## config.mk

```make
export PLATFORM = sky130hd
export DESIGN_NAME = mem_access_guard
export DESIGN_NICKNAME = d
export VERILOG_FILES = /design/src/rtl/lsu_pkg.sv /design/src/rtl/lsu_legality.sv /design/src/rtl/lsu_store_steer.sv /design/src/rtl/lsu_load_extract.sv /design/src/rtl/mem_access_guard.sv
export SDC_FILE = /design/constraint.sdc
export NUM_CORES = 1
export LEC_CHECK = 0
export BUFFER_PORTS_ARGS = -buffer_cell sky130_fd_sc_hd__clkbuf_2
export CORE_UTILIZATION = 42
export DETAILED_ROUTE_END_ITERATION = 12
export PLACE_DENSITY = 0.81
export SLEW_MARGIN = 5
export SYNTH_ARGS = -nofsm -noshare
export SYNTH_HDL_FRONTEND = slang
export SYNTH_HIERARCHICAL = 1
export SYNTH_SLANG_ARGS = --single-unit
```

## constraint.sdc

```tcl
create_clock -name clk -period 2 [get_ports clk]
set_input_delay 0 -clock clk [delete_from_list [all_inputs] [get_ports clk]]
set_output_delay 0 -clock clk [all_outputs]
set_load 0.02 [all_outputs]
```

## src/rtl/lsu_pkg.sv

```systemverilog
package lsu_pkg;

    localparam int DATA_W   = 32;
    localparam int LANES    = DATA_W / 8;
    localparam int OFS_W    = $clog2(LANES);

    typedef enum logic [1:0] {
        SZ_BYTE = 2'b00,
        SZ_HALF = 2'b01,
        SZ_WORD = 2'b10,
        SZ_WIDE = 2'b11
    } acc_size_e;

    typedef enum logic [1:0] {
        FLT_NONE  = 2'b00,
        FLT_ALIGN = 2'b01,
        FLT_PRIV  = 2'b10
    } fault_e;

    typedef struct packed {
        logic             word;
        logic             half;
        logic [OFS_W-1:0] ofs;
        logic             uns;
    } lane_sel_t;

    function automatic lane_sel_t decode_lanes(input logic [1:0] size,
                                               input logic [OFS_W-1:0] ofs,
                                               input logic uns);
        lane_sel_t s;
        s.word = size[1];
        s.half = (size == SZ_HALF);
        s.ofs  = ofs;
        s.uns  = uns;
        return s;
    endfunction

    function automatic logic [LANES-1:0] lane_mask(input lane_sel_t s);
        logic [LANES-1:0] m;
        if (s.word)
            m = '1;
        else if (s.half)
            m = LANES'(2'b11) << s.ofs;
        else
            m = LANES'(1'b1) << s.ofs;
        return m;
    endfunction

endpackage

```

## src/rtl/lsu_legality.sv

```systemverilog
module lsu_legality
    import lsu_pkg::*;
(
    input  logic             top_bit,
    input  logic [OFS_W-1:0] low_bits,
    input  lane_sel_t        sel,
    input  logic             user_mode,
    output fault_e           why
);
    logic misaligned;
    logic forbidden;

    always_comb begin
        if (sel.word)
            misaligned = |low_bits;
        else if (sel.half)
            misaligned = low_bits[0];
        else
            misaligned = 1'b0;
        forbidden = user_mode & top_bit;
        if (misaligned)
            why = FLT_ALIGN;
        else if (forbidden)
            why = FLT_PRIV;
        else
            why = FLT_NONE;
    end
endmodule

```

## src/rtl/lsu_store_steer.sv

```systemverilog
module lsu_store_steer
    import lsu_pkg::*;
(
    input  lane_sel_t          sel,
    input  logic               enable,
    input  logic [DATA_W-1:0]  wdata_in,
    output logic [LANES-1:0]   be,
    output logic [DATA_W-1:0]  wdata_out
);
    assign be = enable ? lane_mask(sel) : '0;

    for (genvar i = 0; i < LANES; i++) begin : g_lane
        always_comb begin
            if (sel.word)
                wdata_out[8*i +: 8] = wdata_in[8*i +: 8];
            else if (sel.half)
                wdata_out[8*i +: 8] = wdata_in[8*(i % 2) +: 8];
            else
                wdata_out[8*i +: 8] = wdata_in[7:0];
        end
    end
endmodule

```

## src/rtl/lsu_load_extract.sv

```systemverilog
module lsu_load_extract
    import lsu_pkg::*;
(
    input  lane_sel_t         sel,
    input  logic [DATA_W-1:0] rdata,
    output logic [DATA_W-1:0] value
);
    logic [DATA_W-1:0] shifted;
    logic              fill;

    always_comb begin
        shifted = rdata >> {sel.ofs, 3'b000};
        if (sel.word) begin
            fill  = 1'b0;
            value = rdata;
        end else if (sel.half) begin
            fill  = ~sel.uns & shifted[15];
            value = {{(DATA_W-16){fill}}, shifted[15:0]};
        end else begin
            fill  = ~sel.uns & shifted[7];
            value = {{(DATA_W-8){fill}}, shifted[7:0]};
        end
    end
endmodule

```

## src/rtl/mem_access_guard.sv

```systemverilog
module mem_access_guard
    import lsu_pkg::*;
#(
    parameter int ADDR_W = 32
) (
    input  logic              clk,
    input  logic              rst,
    input  logic              req_valid,
    input  logic              req_write,
    input  logic [1:0]        req_size,
    input  logic [ADDR_W-1:0] req_addr,
    input  logic [31:0]       req_wdata,
    input  logic              user_mode,
    input  logic              load_unsigned,
    input  logic [31:0]       mem_rdata,
    output logic              mem_en,
    output logic              mem_we,
    output logic [3:0]        mem_be,
    output logic [ADDR_W-1:0] mem_addr,
    output logic [31:0]       mem_wdata,
    output logic              exc_valid,
    output logic [1:0]        exc_cause,
    output logic [ADDR_W-1:0] bad_addr,
    output logic              load_valid,
    output logic [31:0]       load_data
);
    lane_sel_t  sel_now;
    lane_sel_t  sel_q;
    fault_e     why;
    fault_e     cause_q;
    logic       legal;
    logic       exc_q;
    logic       ld_q;
    logic [ADDR_W-1:0] bad_q;

    assign sel_now = decode_lanes(req_size, req_addr[OFS_W-1:0], load_unsigned);

    lsu_legality u_legal (
        .top_bit   (req_addr[ADDR_W-1]),
        .low_bits  (req_addr[OFS_W-1:0]),
        .sel       (sel_now),
        .user_mode (user_mode),
        .why       (why)
    );

    assign legal    = req_valid && (why == FLT_NONE);
    assign mem_en   = legal;
    assign mem_we   = legal && req_write;
    assign mem_addr = {req_addr[ADDR_W-1:OFS_W], {OFS_W{1'b0}}};

    lsu_store_steer u_store (
        .sel       (sel_now),
        .enable    (legal),
        .wdata_in  (req_wdata),
        .be        (mem_be),
        .wdata_out (mem_wdata)
    );

    always_ff @(posedge clk) begin
        if (rst) begin
            exc_q   <= 1'b0;
            cause_q <= FLT_NONE;
            bad_q   <= '0;
            ld_q    <= 1'b0;
            sel_q   <= '0;
        end else begin
            exc_q   <= req_valid && (why != FLT_NONE);
            cause_q <= req_valid ? why : FLT_NONE;
            if (req_valid && (why != FLT_NONE))
                bad_q <= req_addr;
            ld_q    <= legal && !req_write;
            if (legal && !req_write)
                sel_q <= sel_now;
        end
    end

    lsu_load_extract u_load (
        .sel   (sel_q),
        .rdata (mem_rdata),
        .value (load_data)
    );

    assign exc_valid  = exc_q;
    assign exc_cause  = cause_q;
    assign bad_addr   = bad_q;
    assign load_valid = ld_q;
endmodule

```

==> results.tsv <==
stage	metric	value	unit
run_status	status	finished, final reports clean	
grt	grt-ovfl-total	0	
synth	syn_avg_cell_area	8.47	sq um
setup_path	r2r-end	sel_q[4]$_SDFFE_PP0P_	
synth	synth_area	3500	sq um
grt	grt_use_total	23.9	%
setup_path	worst_path_max_delay_cell	dlygate4sd3_1	
setup_path	path_delay_family	buffers and inverters	
grt	grt_max_degree	47	
setup_path	critPathRequiredTime	2.21	ns
sta	clock_skew	0	ns
setup_path	start_kind	input port	
power_and_ir_drop	ir_drop	0.506	mV
setup_path	rrSetupSlack	1.01	ns
clock_network	cts_made_buffers	5	
sta	finalCritPeriodShare	97.7	%
power_and_ir_drop	clkPwrFrac	21.9	%
setup_path	startpoint	req_size[1]	
finish	nNetsFinal	732	
synth	synth_top_family_by_area	simple AND/OR/NAND/NOR gates	
sta	slew_viol_final	0	
power_and_ir_drop	power_density	542	nW/um^2
synth	yosysWarnings	6	
synth	synthAdderAreaFrac	0	%
sta	rsz0062_at_grt	yes	
clock_network	htreeDepth	2	
synth	yosysMostFrequentCell	nand2b_1	
synth	yosysTopAreaCellShare	23.5	%
sta	setup_slack	0.0453	ns
power_and_ir_drop	p_leak	2.40	nW
setup_path	reg2reg_from	sel_q[4]$_SDFFE_PP0P_	
die	die_area	8700	sq um
setup_path	reg2regPathDepth	2	
synth	synth-xor-area-share	0.250	%
synth	synth_compound_area_share	15.8	%
power_and_ir_drop	netSwitchingFraction	38.2	%
synth	synth-seq-cells	41	
synth	synthDistinctLibCells	39	
route	routed_wl	10900	um
sta	setup_viol	0	
synth	synth_top_cells_by_area	dfxtp_1 23%, mux2i_1 15%, nand2b_1 13%	
finish	drive_gt1_share	48.8	%
power_and_ir_drop	p_switching	1.00	mW
grt	grtUsageMet1	23.6	%
route	wl_per_cell	14.8	um
synth	synth_mux_area_share	20.9	%
setup_path	crit_buf_inv	3	
synth	synth_edf_count	0	
clock_network	clock_insertion_delay_worst_skew	0.28	ns
placed_design	port_buffers	239	
route	firstDrtPassIters	4	
grt	grt_pass1_vias	3673	
die	pin_count	242	
die	core-area	7890	sq um
sta	relSlewSlack	61.4	%
grt	antenna_found_initial	0	
route	viasPerCell	5.11	
power_and_ir_drop	seq_power_share	34.2	%
grt	grt_pass1_wl	16800	um
setup_path	path_class	in2reg	
setup_path	slowest_delay	0.54	ns
job	cap_violations	0	
clock_network	clkTransAtPathRegs	0.09	ns
hold_path	whs_path_depth	3	
clock_network	clock-sinks	41	
hold_path	holdPathEnd	bad_addr[31]$_SDFFE_PP0P_	
synth	synthArstFlopShare	0	%
synth	seq_area_frac_synth	23.5	%
die	fp.dieH	93.3	um
route	drc	0	
clock_network	root_buffer	clkbuf_8	
placed_design	globalplace.congestion	0.898	
sta	worst_slew_pin_slew	0.578	ns
grt	top_usage_layer	met2	
setup_path	arrival	2.16	ns
grt	grt.met2_usage	47.9	%
hold_path	hp-class	in2reg	
sta	final-hold-violation-count	0	
synth	netlist_top_cells_count	72 x nand2b_1, 52 x mux2i_1, 45 x buf_4	
die	start_util	44.4	%
grt	met3_usage	4.88	%
sta	fmax	512	MHz
synth	ys.flop_type	dfxtp_1	
synth	netlist_instances	413	
setup_path	cp-end-kind	flop	
power_and_ir_drop	pwr-share-comb	43.9	%
die	fp-row-count	32	
synth	synthSimpleGateAreaFrac	25.1	%
placed_design	dp_hpwl	7940	um
placed_design	post-place-ws	0.322	ns
sta	worst_hold_slack	0.0120	ns
route	vias	3734	
finish	insertedDiodeCount	0	
sta	fin_crit	1.95	ns
route	antenna_left	0	
power_and_ir_drop	intPower	1.62	mW
finish	area_delta_synth_final	38.3	%
hold_path	hold_start	req_addr[31]	
route	drt_first_iter_violations	83	
clock_network	cts_tree	done	
setup_path	critPathMostFrequentCell	nor2_1	
setup_path	cp_cell_sequence	dlygate4sd3_1, clkbuf_2, nor2b_1, nor2_1, nor2_1, o21a_2, buf_12, mux2i_1	
die	fp.dieW	93.3	um
synth	synth_largest_area_cell	dfxtp_1	
setup_path	cp_max_fo	24	
sta	finalSetupTns	0	ns
clock_network	cts_buffer_depth	2	
-- worst register-to-register path, cell delays in order, from the launching register on --
cell and delay, ns:
dfxtp_1 0.69, nand2b_1 0.11, mux2i_1 0.12
-- cells in the final DEF, fill, tap and decap left out, drive strengths merged --
cell type,synthesis,layout
o22ai,1,1
or3b,1,1
a311o,1,1
or2,1,1
and3b,5,5
nor4b,1,1
o221a,7,7
o21a,5,5
and3,1,1
nand2b,72,72
dlygate4sd3,0,31
a21oi,9,9
a211oi,1,1
xnor2,1,1
conb,1,2
o31a,1,1
nand3b,7,7
clkinv,0,2
mux2,18,18
and2,1,1
clkbuf,12,245
inv,3,3
o21ai,26,26
o211a,8,8
dfxtp,41,41
nor2,22,22
or4b,1,1
mux2i,52,52
o21ba,1,1
a221oi,1,1
buf,60,9
nor3b,1,1
nand2,39,39
o31ai,8,8
nor2b,4,4
-- state kept, by name, indices dropped and copies added (netlist names) --
| register | flops |
|---|---|
| bad_addr | 32 |
| load_valid | 1 |
| exc_cause | 2 |
| exc_valid | 1 |
| sel_q | 5 |
-- metrics by stage --
step	util (%)	area, sq um	std cells	power [mW]
3_5_place_dp	55.9	4410	691	2.00
5_1_grt	61.4	4840	731	2.74
3_3_place_gp	55.9	4410	691	1.98
6_report	61.4	4840	731	2.62
4_1_cts	61.0	4810	730	2.62
2_1_floorplan	-	3500	414	1.67
-- per-layer routing --
metal | wire, um | up-vias
met4 | 302 | 0
met3 | 846 | 27
li1 | - | 1803
met2 | 5750 | 178
met5 | 0 | -
met1 | 3950 | 1726
-- power groups by stage --
stage | clock (mW) | combinational (mW) | sequential, mW
floorplan | 0 | 0.712 | 0.956
global placement | 0 | 1.06 | 0.911
detailed placement | 0 | 1.09 | 0.913
CTS | 0.593 | 1.14 | 0.896
global route | 0.611 | 1.23 | 0.905
finish | 0.573 | 1.15 | 0.898
-- worst max path at each step --
| stage | end | depth (start not counted) |
|---|---|---|
| floorplan | load_data[12] | 5 |
| global placement | load_data[4] | 5 |
| detailed placement | load_data[4] | 5 |
| CTS | load_data[16] | 4 |
| global route | bad_addr[11]$_SDFFE_PP0P_ | 8 |
| finish | bad_addr[11]$_SDFFE_PP0P_ | 8 |
-- layout make-up --
type	count	area, sq um
inverters	3	11.3
multi-input cells	298	2180
repair buffers	279	1600
clock inverters	2	13.8
fillers	674	3050
well taps	102	128
flip-flops and latches	41	823
clock buffers	6	82.6
-- cell families after synthesis --
kind of cell              after synthesis
xor gates and xnor gates                1
buffers and inverters                  75
muxes                                  70
DFF                                    41
other                                   1
AOI/OAI and AO/OA                      69
and+or+nand+nor                       156
-- what timing repair did --
action                                  4_1_cts  5_1_grt
hold endpoints to repair                     31        0
resized for setup                             1        3
buffers inserted                              0        1
endpoints found under the setup margin        2       28
hold buffers                                 31        0
pin swaps                                     0        2
No activity file was read; power rests on OpenSTA's default activity.
